$ cat src/rtl/rbk_pkg.sv
package rbk_pkg;

    localparam int unsigned        CRC_W_DEF    = 16;
    localparam logic [15:0]        CRC_POLY_DEF = 16'h1021;
    localparam int unsigned        SIG_W_DEF    = 11;

    typedef enum logic [1:0] {
        ST_DATA = 2'd0,
        ST_SEND = 2'd1,
        ST_FIN  = 2'd2
    } seq_state_e;

    typedef struct packed {
        logic valid;
        logic data;
    } sbit_t;

    function automatic logic [CRC_W_DEF-1:0] trailer_field_mask(input int unsigned sig_w);
        logic [CRC_W_DEF-1:0] m;
        m = '0;
        for (int i = 0; i < CRC_W_DEF; i++) begin
            if (i >= int'(CRC_W_DEF - sig_w)) m[i] = 1'b1;
        end
        return m;
    endfunction

endpackage

$ cat src/rtl/rbk_crc_engine.sv
module rbk_crc_engine #(
    parameter int unsigned   W    = rbk_pkg::CRC_W_DEF,
    parameter logic [W-1:0]  POLY = rbk_pkg::CRC_POLY_DEF
) (
    input  logic         clk,
    input  logic         rst,
    input  logic         adv,
    input  logic         din,
    input  logic         clr,
    output logic [W-1:0] crc_q
);

    logic         fb;
    logic [W-1:0] crc_nxt;

    assign fb = crc_q[W-1] ^ din;

    for (genvar gi = 0; gi < W; gi++) begin : g_tap
        if (gi == 0) begin : g_lsb
            assign crc_nxt[gi] = fb & POLY[gi];
        end else begin : g_up
            assign crc_nxt[gi] = crc_q[gi-1] ^ (fb & POLY[gi]);
        end
    end

    always_ff @(posedge clk) begin
        if (rst || clr) begin
            crc_q <= '0;
        end else if (adv) begin
            crc_q <= crc_nxt;
        end
    end

    // no accepted bit, no clear -> remainder holds
    a_r3_hold: assert property (@(posedge clk) disable iff (rst)
        (!adv && !clr) |=> $stable(crc_q));

    // clearing returns the remainder to zero for the next readback
    a_r9_clear: assert property (@(posedge clk) disable iff (rst)
        clr |=> (crc_q == '0));

endmodule

$ cat src/rtl/rbk_trailer_seq.sv
module rbk_trailer_seq #(
    parameter int unsigned SIG_W = rbk_pkg::SIG_W_DEF,
    localparam int unsigned CW   = (SIG_W > 1) ? $clog2(SIG_W) : 1
) (
    input  logic                    clk,
    input  logic                    rst,
    input  logic                    acc_last,
    output rbk_pkg::seq_state_e     state_q,
    output logic [CW-1:0]           idx_q,
    output logic                    ready,
    output logic                    done_q
);
    import rbk_pkg::*;

    localparam logic [CW-1:0] IDX_END = CW'(SIG_W - 1);

    seq_state_e state_d;

    always_comb begin
        state_d = state_q;
        unique case (state_q)
            ST_DATA: if (acc_last) state_d = ST_SEND;
            ST_SEND: if (idx_q == IDX_END) state_d = ST_FIN;
            ST_FIN:  state_d = ST_DATA;
            default: state_d = ST_DATA;
        endcase
    end

    always_ff @(posedge clk) begin
        if (rst) begin
            state_q <= ST_DATA;
            idx_q   <= '0;
            done_q  <= 1'b0;
        end else begin
            state_q <= state_d;
            done_q  <= (state_q == ST_FIN);
            if (state_q == ST_SEND) idx_q <= idx_q + 1'b1;
            else                    idx_q <= '0;
        end
    end

    assign ready = (state_q == ST_DATA);

    // final bit taken -> input closes on the next cycle
    a_r5_ready_drop: assert property (@(posedge clk) disable iff (rst)
        acc_last |=> !ready);

    // completion strobe lasts one cycle
    a_r6_done_single: assert property (@(posedge clk) disable iff (rst)
        done_q |=> !done_q);

    // input reopens on the strobe cycle
    a_r6_done_ready: assert property (@(posedge clk) disable iff (rst)
        done_q |-> ready);

endmodule

$ cat src/rtl/rbk_out_stage.sv
module rbk_out_stage #(
    parameter int unsigned W     = rbk_pkg::CRC_W_DEF,
    parameter int unsigned SIG_W = rbk_pkg::SIG_W_DEF,
    localparam int unsigned CW   = (SIG_W > 1) ? $clog2(SIG_W) : 1
) (
    input  logic                clk,
    input  logic                rst,
    input  rbk_pkg::seq_state_e state_q,
    input  logic                acc,
    input  logic                din,
    input  logic [W-1:0]        crc_q,
    input  logic [CW-1:0]       idx_q,
    output logic                out_bit,
    output logic                out_valid
);
    import rbk_pkg::*;

    sbit_t        out_q;
    sbit_t        out_d;
    logic [W-1:0] shifted;

    assign shifted = crc_q << idx_q;

    always_comb begin
        out_d = '0;
        if (state_q == ST_SEND) begin
            out_d.valid = 1'b1;
            out_d.data  = shifted[W-1];
        end else if (acc) begin
            out_d.valid = 1'b1;
            out_d.data  = din;
        end
    end

    always_ff @(posedge clk) begin
        if (rst) out_q <= '0;
        else     out_q <= out_d;
    end

    assign out_bit   = out_q.data;
    assign out_valid = out_q.valid;

    // every trailer cycle puts a bit on the output
    a_r4_send_valid: assert property (@(posedge clk) disable iff (rst)
        (state_q == ST_SEND) |=> out_valid);

endmodule

$ cat src/rtl/rbk_crc_trailer.sv
module rbk_crc_trailer #(
    parameter int unsigned       CRC_W    = rbk_pkg::CRC_W_DEF,
    parameter logic [CRC_W-1:0]  CRC_POLY = rbk_pkg::CRC_POLY_DEF,
    parameter int unsigned       SIG_W    = rbk_pkg::SIG_W_DEF
) (
    input  logic             clk,
    input  logic             rst,
    input  logic             in_bit,
    input  logic             in_valid,
    input  logic             in_last,
    output logic             in_ready,
    output logic             out_bit,
    output logic             out_valid,
    output logic             done,
    input  logic [SIG_W-1:0] ref_sig,
    output logic [SIG_W-1:0] sig_q,
    output logic             mismatch
);
    import rbk_pkg::*;

    localparam int unsigned CW = (SIG_W > 1) ? $clog2(SIG_W) : 1;

    logic             acc;
    logic             acc_last;
    logic [CRC_W-1:0] crc_q;
    seq_state_e       state_q;
    logic [CW-1:0]    idx_q;
    logic             ld_sig;

    assign acc      = in_valid && in_ready;
    assign acc_last = acc && in_last;

    rbk_crc_engine #(.W(CRC_W), .POLY(CRC_POLY)) u_crc (
        .clk   (clk),
        .rst   (rst),
        .adv   (acc),
        .din   (in_bit),
        .clr   (state_q == ST_FIN),
        .crc_q (crc_q)
    );

    rbk_trailer_seq #(.SIG_W(SIG_W)) u_seq (
        .clk      (clk),
        .rst      (rst),
        .acc_last (acc_last),
        .state_q  (state_q),
        .idx_q    (idx_q),
        .ready    (in_ready),
        .done_q   (done)
    );

    rbk_out_stage #(.W(CRC_W), .SIG_W(SIG_W)) u_out (
        .clk       (clk),
        .rst       (rst),
        .state_q   (state_q),
        .acc       (acc),
        .din       (in_bit),
        .crc_q     (crc_q),
        .idx_q     (idx_q),
        .out_bit   (out_bit),
        .out_valid (out_valid)
    );

    assign ld_sig = (state_q == ST_SEND) && (idx_q == '0);

    always_ff @(posedge clk) begin
        if (rst)         sig_q <= '0;
        else if (ld_sig) sig_q <= crc_q[CRC_W-1 -: SIG_W];
    end

    assign mismatch = (sig_q != ref_sig);

    // accepted bit shows on the output next cycle, same value
    a_r2_pass_valid: assert property (@(posedge clk) disable iff (rst)
        acc |=> out_valid);
    a_r2_pass_bit: assert property (@(posedge clk) disable iff (rst)
        acc |=> (out_bit == $past(in_bit)));

    // strobe cycle carries no output bit
    a_r6_done_quiet: assert property (@(posedge clk) disable iff (rst)
        done |-> !out_valid);

    // signature is held while data is being taken
    a_r7_sig_hold: assert property (@(posedge clk) disable iff (rst)
        in_ready |=> $stable(sig_q));

endmodule

$ cat config.mk
export PLATFORM = sky130hd
export DESIGN_NAME = rbk_crc_trailer
export DESIGN_NICKNAME = d
export VERILOG_FILES = /design/src/rtl/rbk_pkg.sv /design/src/rtl/rbk_crc_engine.sv /design/src/rtl/rbk_trailer_seq.sv /design/src/rtl/rbk_out_stage.sv /design/src/rtl/rbk_crc_trailer.sv
export SDC_FILE = /design/constraint.sdc
export NUM_CORES = 1
export LEC_CHECK = 0
export BUFFER_PORTS_ARGS = -buffer_cell sky130_fd_sc_hd__buf_2
export CAP_MARGIN = 20
export CORE_UTILIZATION = 40
export DETAILED_ROUTE_END_ITERATION = 16
export HOLD_SLACK_MARGIN = 0.05
export PLACE_DENSITY_LB_ADDON = 0.05
export SLEW_MARGIN = 20
export SYNTH_ARGS = -nofsm -noshare
export SYNTH_HDL_FRONTEND = slang
export SYNTH_SLANG_ARGS = --single-unit
$ cat constraint.sdc
create_clock -name clk -period 1.85 [get_ports clk]
set_input_delay 0.185 -clock clk [delete_from_list [all_inputs] [get_ports clk]]
set_output_delay 0.185 -clock clk [all_outputs]
set_load 0.1 [all_outputs]
### Word-level counts from Yosys, hierarchy flattened

Cells that the tools add are included.

| word-level totals | value |
|---|---|
| input bits | 16 |
| output and inout port bits | 16 |
| logic and storage cells | 32 |
| register bits | 36 |

| operators by class | value |
|---|---|
| reductions and logical operators | 8 |
| multiplexer cells | 5 |
| bitwise operators | 4 |
| shift-type cells | 1 |
| equality and inequality tests | 6 |
| $add $sub $neg | 1 |

Operator list:

| cell | count |
|---|---|
| 16-bit by 4-bit << shifter with 16-bit output | 1 |
| 11-bit != test | 1 |
| 2-bit 2-to-1 mux | 4 |
| 4-bit by 1-bit adder with 4-bit output, second input constant | 1 |
| 4-bit == test, second input constant | 1 |
| 4-bit zero test | 1 |
| 2-bit by 1-bit != test with 1-bit output, second input constant | 2 |
| 2-bit one-hot mux with 2 select lines | 1 |
| 1-bit logical AND | 3 |
| 1-bit bitwise XOR | 3 |
| 2-bit by 1-bit == test with 1-bit output, second input constant | 1 |
| 2-bit == test, second input constant | 1 |
| 2-bit zero test | 1 |
| 2-bit AND reduction | 1 |
| 2-bit OR reduction | 1 |
| 1-bit logical OR | 1 |
| 1-bit inverter | 1 |

### Logic depth before layout (Yosys ltp)

Gate-level depths: netlist of the first run.

| logic depth | value |
|---|---|
| depth in word-level cells | 5 |
| mapped depth | 7 |
| gate-level depth less buffers | 5 |

### By module

A second synthesis of the first run with hierarchy kept.

| unflattened totals | value |
|---|---|
| cell total of the unflattened synthesis | 195 |
| area, all modules | 1840.5 um^2 |

By module, submodules not included:

| module | times used | area each (um^2) | cells an instance | seq. area each (um^2) |
|---|---|---|---|---|
| rbk_crc_engine | 1 | 730.7 | 73 | 320.3 |
| rbk_crc_trailer | 1 | 586.8 | 71 | 220.2 |
| rbk_trailer_seq | 1 | 280.3 | 26 | 140.1 |
| rbk_out_stage | 1 | 242.7 | 25 | 40.0 |

### Least setup slack after synthesis of the first run

Ideal clock, no wire load.

| path | value |
|---|---|
| kind | flip-flop to flip-flop |
| start | register u_seq.state_q[0] |
| end | register u_crc.crc_q[11] |
| stages on the path, launching flop included | 7 |
| library setup time | 70 ps |
| data arrival time | 2367 ps |
| slack | -587 ps |
| path buffers | 2 |
| clock period less this slack | 2437 ps |
| data required time | 1780 ps |
| cells stage by stage | dfxtp_1 > nor2_1 > and2_1 > buf_2 > buf_2 > nand2_1 > a21oi_1 |

| on the way | value |
|---|---|
| cells in the longest elaborated chain, start to end | 2 |
| elaborated cells between the ends (all ways) | 4 |
| classes of those cells | eq/ne (1); reduce/logical (3) |

Ends and longest elaborated chain:

| item | RTL line | text |
|---|---|---|
| from (decl) | rbk_trailer_seq.sv:8 | `output rbk_pkg::seq_state_e state_q,` |
| from (signal assigned) | rbk_trailer_seq.sv:35 | `state_q <= state_d;` |
| 2-bit zero test | rbk_trailer_seq.sv:42 | `assign ready = (state_q == ST_DATA);` |
| net in_ready | rbk_crc_trailer.sv:11 | `output logic in_ready,` |
| 1-bit logical AND | rbk_crc_trailer.sv:30 | `assign acc = in_valid && in_ready;` |
| to (signal assigned) | rbk_crc_engine.sv:30 | `crc_q <= crc_nxt;` |
| to (decl) | rbk_crc_engine.sv:10 | `output logic [W-1:0] crc_q` |

The timed path passes the listed nets, and every way through them passes these cells.
A chain may end at the register's enable or synchronous reset.

### Worst setup path in the final report of the first run

| path | value |
|---|---|
| start | register sig_q[1] |
| end | output port mismatch |

| on the way | value |
|---|---|
| cells in the longest elaborated chain, start to end | 1 |

Ends and longest elaborated chain:

| item | RTL line | text |
|---|---|---|
| from (decl) | rbk_crc_trailer.sv:16 | `output logic [SIG_W-1:0] sig_q,` |
| from (signal assigned) | rbk_crc_trailer.sv:68 | `else if (ld_sig) sig_q <= crc_q[CRC_W-1 -: SIG_W];` |
| 11-bit != test | rbk_crc_trailer.sv:71 | `assign mismatch = (sig_q != ref_sig);` |
| to (decl) | rbk_crc_trailer.sv:17 | `output logic mismatch` |

No other way between the ends.

==> results.cfg, run 1 <==
[die]
design.die.area_um2 = 4350
initial_utilization_pct = 43.1
die_h_um = 66.0
io_pins = 32
rows = 22
core_um2 = 3800
die_width_um = 66.0

[sta]
timing.hold.ws_ns = 0.128
post-route-worst-setup-slack_ns = 0.134
share_of_the_clock_period_used_by_the_worst_path_after_layout_pct = 92.7
drv_slew = 0
final_hold_viol_count = 0
final.setup_skew_ns = 0.00398
slew-limit-headroom_pct = 57.5
rsz0062_at_grt = false
timing_worst_slew_pin_value_ns = 0.637
setup_viol_count_final = 0
timing.final.crit_period_ns = 1.72
peak_clock_frequency_supported_by_timing_ghz = 0.583
setup_total_negative_slack_ns = 0

[route]
vias_per_cell = 4.91
ant_nets = 0
route.met2.wl_um = 1520
routed-wl-met3_um = 97
drc = 0
detailroute.via_count = 1286
detail_route.wirelength.met1_um = 1720
drt_first_pass_iters = 4
wl_per_cell_um = 12.8
drt-initial-drc-count = 54
top_layer_used = met4
wirelength_um = 3360

[critical_path]
worstPathMaxFanout = 3
timing_worst_setup_path_type = register to output pin
setup.worst_path.start_class = register
critical_path_required_ns = 1.66
critPathCaptureType = output pin
worst_ep_arrival_time_ns = 1.53

[placement]
port-buffer-count = 31
routabilityCongestion = 0.818
dp_hpwl_um = 2500
placedCellCount = 254
detailedPlace.worstSlack_ns = 0.349

[grt]
grt_usage_pct = 17.0
initial_antenna_violation_count = 0
first_pass_grt_wire_length_um = 5620
first_global_vias = 1183
grt_overflow = 0
grt_start_max_net_pins = 18

[clock_tree]
clockBufferDepth = 2
ctsHoldBuffers = 0
clkSlewWorstSetupHoldPaths_ns = 0.07
post_cts.repair.setup_buffers = 0
number_of_h_tree_branching_levels = 2
tritoncts_num_sinks = 36
post_cts.resized_instances = 0
clk_latency_ns = 0.28
clock_tree.root_cell = sky130_fd_sc_hd__clkbuf_8
number_of_clock_buffers_inserted_by_tritoncts = 5
cts_tree = done

[layout]
num-fill-cells = 387
fin_nets = 232
drive_above_1_share_pct = 27.6
seq_area_um2 = 734
layout.core_utilization_pct = 51.2
multi_input_area_um2 = 867
diodes_inserted = 0
area.growth.synth_to_final_pct = 18.6
post_route_insts_no_fill = 262

[synth]
postSynthNetCount = 202
synth.area.top_cells = sky130_fd_sc_hd__dfxtp_1 44%, sky130_fd_sc_hd__mux2i_1 12%, sky130_fd_sc_hd__nand2_1 7.8%, sky130_fd_sc_hd__xor2_1 5.9%, sky130_fd_sc_hd__nor2_1 4.8%
synth.avg_cell_area_um2 = 8.95
synth_seq_area_share_pct = 44.0
yosys_register_bits = 36
postSynthCellCount = 183
synth.top_cell.area_share_pct = 44.0
yosys.area.top_type = sky130_fd_sc_hd__dfxtp_1
synth.yosys.warnings = 0
yosysUniqueCellTypes = 29
synth.cell_area_um2 = 1640

[power]
power_density_nw_per_um2 = 811
max-vdd-ir-drop_v = 0.000432
static-leakage-power_nw = 0.793

[flow_run]
timing.max_cap.violations = 0

[status]
outcome = finished clean

[min_path]
hold_path.class = input pin to register
[registers in the layout, summed over array words and instances (netlist names)]
signal / count
u_crc.crc_q: 16
sig_q: 11
u_seq.idx_q: 4
u_seq.state_q: 2
u_out.out_bit: 1
u_out.out_valid: 1
u_seq.done_q: 1
[critical path, cell delays in order (launching register included)]
cell                      delay (ns)
sky130_fd_sc_hd__dfxtp_2        0.33
sky130_fd_sc_hd__xor2_1         0.16
sky130_fd_sc_hd__nor4_2         0.36
sky130_fd_sc_hd__nand3_2        0.09
sky130_fd_sc_hd__buf_2          0.30
[placed cells by master, fill, tap and decap left out, types with 2 or more instances in the layout]
cell type,instances
sky130_fd_sc_hd__nand2_1,34
sky130_fd_sc_hd__buf_2,31
sky130_fd_sc_hd__dfxtp_1,25
sky130_fd_sc_hd__nor2_1,20
sky130_fd_sc_hd__mux2i_1,19
sky130_fd_sc_hd__a21oi_1,15
sky130_fd_sc_hd__xor2_1,11
sky130_fd_sc_hd__dfxtp_2,11
sky130_fd_sc_hd__clkbuf_8,6
sky130_fd_sc_hd__xnor2_1,5
sky130_fd_sc_hd__inv_1,3
sky130_fd_sc_hd__and2_1,3
sky130_fd_sc_hd__ha_1,3
sky130_fd_sc_hd__buf_4,3
sky130_fd_sc_hd__or3b_1,2
sky130_fd_sc_hd__nand2b_1,2
sky130_fd_sc_hd__nor2b_1,2
sky130_fd_sc_hd__a22oi_1,2
sky130_fd_sc_hd__a211oi_1,2
sky130_fd_sc_hd__clkinv_2,2
[report_power, final]
group / leakage, nW / internal, mW / switching (mW)
clock network: 0.0510 / 0.297 / 0.277
logic: 0.445 / 0.0647 / 0.129
registers: 0.297 / 0.792 / 0.0161
[kinds of logic after synthesis]
family                   after synthesis  synth area share [%]
multiplexers                          19                  11.6
AO/OA/AOI/OAI                         23                  8.56
buffers and inverters                 14                  4.20
XOR/XNOR                              16                  8.56
adder cells (fa/ha/maj)                3                  2.29
flip-flops                            36                  44.0
AND/OR/NAND/NOR                       72                  20.8
[Yosys cell counts]
library cell / number
sky130_fd_sc_hd__nor2_1: 21
sky130_fd_sc_hd__mux2i_1: 19
sky130_fd_sc_hd__dfxtp_1: 36
sky130_fd_sc_hd__nand3_1: 2
sky130_fd_sc_hd__a22oi_1: 2
sky130_fd_sc_hd__nand2b_1: 2
sky130_fd_sc_hd__inv_1: 3
sky130_fd_sc_hd__nand2b_4: 1
sky130_fd_sc_hd__buf_1: 1
sky130_fd_sc_hd__clkbuf_1: 2
sky130_fd_sc_hd__nor4b_4: 1
sky130_fd_sc_hd__a211oi_2: 1
sky130_fd_sc_hd__a32oi_1: 1
sky130_fd_sc_hd__a211oi_1: 2
sky130_fd_sc_hd__nor2b_1: 2
sky130_fd_sc_hd__xor2_1: 11
sky130_fd_sc_hd__or3b_1: 2
sky130_fd_sc_hd__a21oi_1: 15
sky130_fd_sc_hd__xnor2_1: 5
sky130_fd_sc_hd__and2_1: 3
sky130_fd_sc_hd__nor3_1: 1
sky130_fd_sc_hd__buf_6: 1
sky130_fd_sc_hd__ha_1: 3
sky130_fd_sc_hd__nor4_1: 2
sky130_fd_sc_hd__o21ai_1: 1
sky130_fd_sc_hd__a22o_1: 1
sky130_fd_sc_hd__nand3b_1: 1
sky130_fd_sc_hd__nand2_1: 34
sky130_fd_sc_hd__buf_2: 7
[routing by layer]
layer	up-vias	GRT usage (%)
met4	0	4.79
met3	2	4.14
li1	665	-
met5	-	0
met1	604	23.6
met2	15	26.1
[layout make-up]
class                           instances  share of cell area (%)
Clock buffer                            6                    4.25
Clock inverter                          2                   0.515
Inverter                                3                   0.580
Multi-Input combinational cell        133                    44.6
Sequential cell                        36                    37.8
Tap cell                               48                    3.09
Timing Repair Buffer                   34                    9.14
[path summary, 6_finish.rpt]
check,from,endpoint,slack [ns],cells after the start
worst max-delay path,sig_q[1],mismatch,0.13,4
worst min-delay path,in_last,u_seq.state_q[0],0.13,2
worst max register to register,u_seq.state_q[0],sig_q[7],0.39,5
worst min register to register,u_crc.crc_q[1],u_crc.crc_q[2],0.47,2
[through the flow]
step           power (mW)  cell area, um^2
6_report             1.58             1940
5_1_grt              1.64             1940
4_1_cts              1.59             1940
3_5_place_dp         1.02             1840
3_3_place_gp         1.02             1840
2_1_floorplan       0.977             1660
No activity file was read; power rests on OpenSTA's default activity.
==> run 2: changes to the inputs <==
- CORE_MARGIN: unset -> 4
==> results.cfg, run 2 (synthesis gave the netlist of run 1 again) <==
[power]
power_mw = 1.56
power_density_nw_per_um2 = 805
static-leakage-power_nw = 0.787
max-vdd-ir-drop_v = 0.000514

[critical_path]
critical_path_required_ns = 1.66
cp-startpoint = sig_q[1]
critical_path.reg2reg.startpoint = u_seq.state_q[0]
worst_ep_arrival_time_ns = 1.51
critical-path-slowest-cell = sky130_fd_sc_hd__nor4_2
regToRegEndpoint = u_crc.crc_q[0]
reg2reg_setup_slack_ns = 0.38
timing.critical_path.max_delay_family = simple AND/OR/NAND/NOR gates
worstPathMaxFanout = 3
timing_worst_setup_path_type = register to output pin
worst_case_reg_to_reg_path_depth = 4
chain_of_cells_forming_the_critical_path = xor2_1 > nor4_2 > nand3_2 > buf_2
crit_buf_inv = 1
setup.worst_path.start_class = register
cp_slowest_stage_delay_ns = 0.34
critPathCaptureType = output pin

[sta]
final.setup_skew_ns = 0.00113
setup_viol_count_final = 0
drv_slew = 0
rsz0062_at_grt = false
slew-limit-headroom_pct = 59.7
setup_total_negative_slack_ns = 0
post-route-worst-setup-slack_ns = 0.156
peak_clock_frequency_supported_by_timing_ghz = 0.590
timing.hold.ws_ns = 0.130
timing_worst_slew_pin_value_ns = 0.605
timing.final.crit_period_ns = 1.69
share_of_the_clock_period_used_by_the_worst_path_after_layout_pct = 91.6
final_hold_viol_count = 0

[layout]
area.growth.synth_to_final_pct = 18.5
top_register = u_crc.crc_q
post_route_insts_no_fill = 262
num-fill-cells = 374
number_of_flip_flops_in_the_largest_register = 16
fin_nets = 232
commonest_non_fill_non_tap_cell_in_the_layout = sky130_fd_sc_hd__nand2_1
post_route_cell_area_um2 = 1940
diodes_inserted = 0
drive_above_1_share_pct = 26.6
layout_top_registers = u_crc.crc_q: 16 flops, sig_q: 11 flops, u_seq.idx_q: 4 flops
layout.core_utilization_pct = 51.1
layout_common_cells = 34 x sky130_fd_sc_hd__nand2_1, 31 x sky130_fd_sc_hd__buf_2, 25 x sky130_fd_sc_hd__dfxtp_1

[clock_tree]
clock_tree.root_cell = sky130_fd_sc_hd__clkbuf_8
clk_latency_ns = 0.28
number_of_clock_buffers_inserted_by_tritoncts = 5
post_cts.resized_instances = 0
ctsHoldBuffers = 0
tritoncts_num_sinks = 36
post_cts.repair.setup_buffers = 0
clockBufferDepth = 2
clkSlewWorstSetupHoldPaths_ns = 0.07
number_of_h_tree_branching_levels = 2
cts_tree = done

[grt]
first_pass_grt_wire_length_um = 5720
first_global_vias = 1221
initial_antenna_violation_count = 0
groute.layer.met2.usage_pct = 21.7
grt.met1_usage_pct = 19.5
global_route.usage.met3_pct = 3.60
grt_overflow = 0
grt_usage_pct = 14.1
grt_start_max_net_pins = 18
grt-busiest-layer = met2

[route]
drt-initial-drc-count = 75
ant_nets = 0
detailroute.via_count = 1297
vias_per_cell = 4.95
wirelength_um = 3390
drc = 0
drt_first_pass_iters = 4
wl_per_cell_um = 13.0

[placement]
post_dp_cell_area_um2 = 1840
routabilityCongestion = 0.820
dp_hpwl_um = 2610
placedCellCount = 254
port-buffer-count = 31
detailedPlace.worstSlack_ns = 0.362

[die]
core_um2 = 3800
rows = 22
io_pins = 32
die_h_um = 72.0
design.die.area_um2 = 5180
die_width_um = 72.0
initial_utilization_pct = 43.1

[min_path]
timing.hold.worst_endpoint = u_seq.state_q[0]
timing.hold.worst.start = in_last
hold_path.class = input pin to register
timing.hold.worst_path_depth = 2

[flow_run]
timing.max_cap.violations = 0

[status]
outcome = finished clean
## run 2: worst max-delay path by stage
stage,end,slack (ns),cells past startpoint
floorplan,mismatch,0.04,3
CTS,mismatch,0.04,4
detailed placement,mismatch,0.36,4
finish,mismatch,0.16,4
global route,mismatch,0.08,4
global placement,mismatch,0.37,4
## run 2: where the power goes
part / total, mW / internal [mW] / switching (mW)
Combinational: 0.195 / 0.0648 / 0.130
Sequential: 0.808 / 0.792 / 0.0157
Clock: 0.559 / 0.303 / 0.255
Total: 1.56 / 1.16 / 0.401
## run 2: area by class of cell
type / count / area (um^2) / share of cell area [%]
Clock buffer: 8 / 90.1 / 4.64
Multi-Input combinational cell: 133 / 867 / 44.7
Timing Repair Buffer: 34 / 178 / 9.16
Inverter: 3 / 11.3 / 0.580
Tap cell: 48 / 60.1 / 3.09
Sequential cell: 36 / 734 / 37.8
## run 2: worst register-to-register path, cell delays in order (launching register included)
cell,delay (ns)
sky130_fd_sc_hd__dfxtp_1,0.38
sky130_fd_sc_hd__nor2_4,0.11
sky130_fd_sc_hd__and2_1,0.50
sky130_fd_sc_hd__nor2_1,0.12
sky130_fd_sc_hd__a211oi_1,0.27
## run 2: routing by layer
layer / up-vias / routed length (um)
li1: 666 / -
met1: 593 / 1590
met2: 36 / 1570
met3: 2 / 221
met4: 0 / 9
met5: - / 0
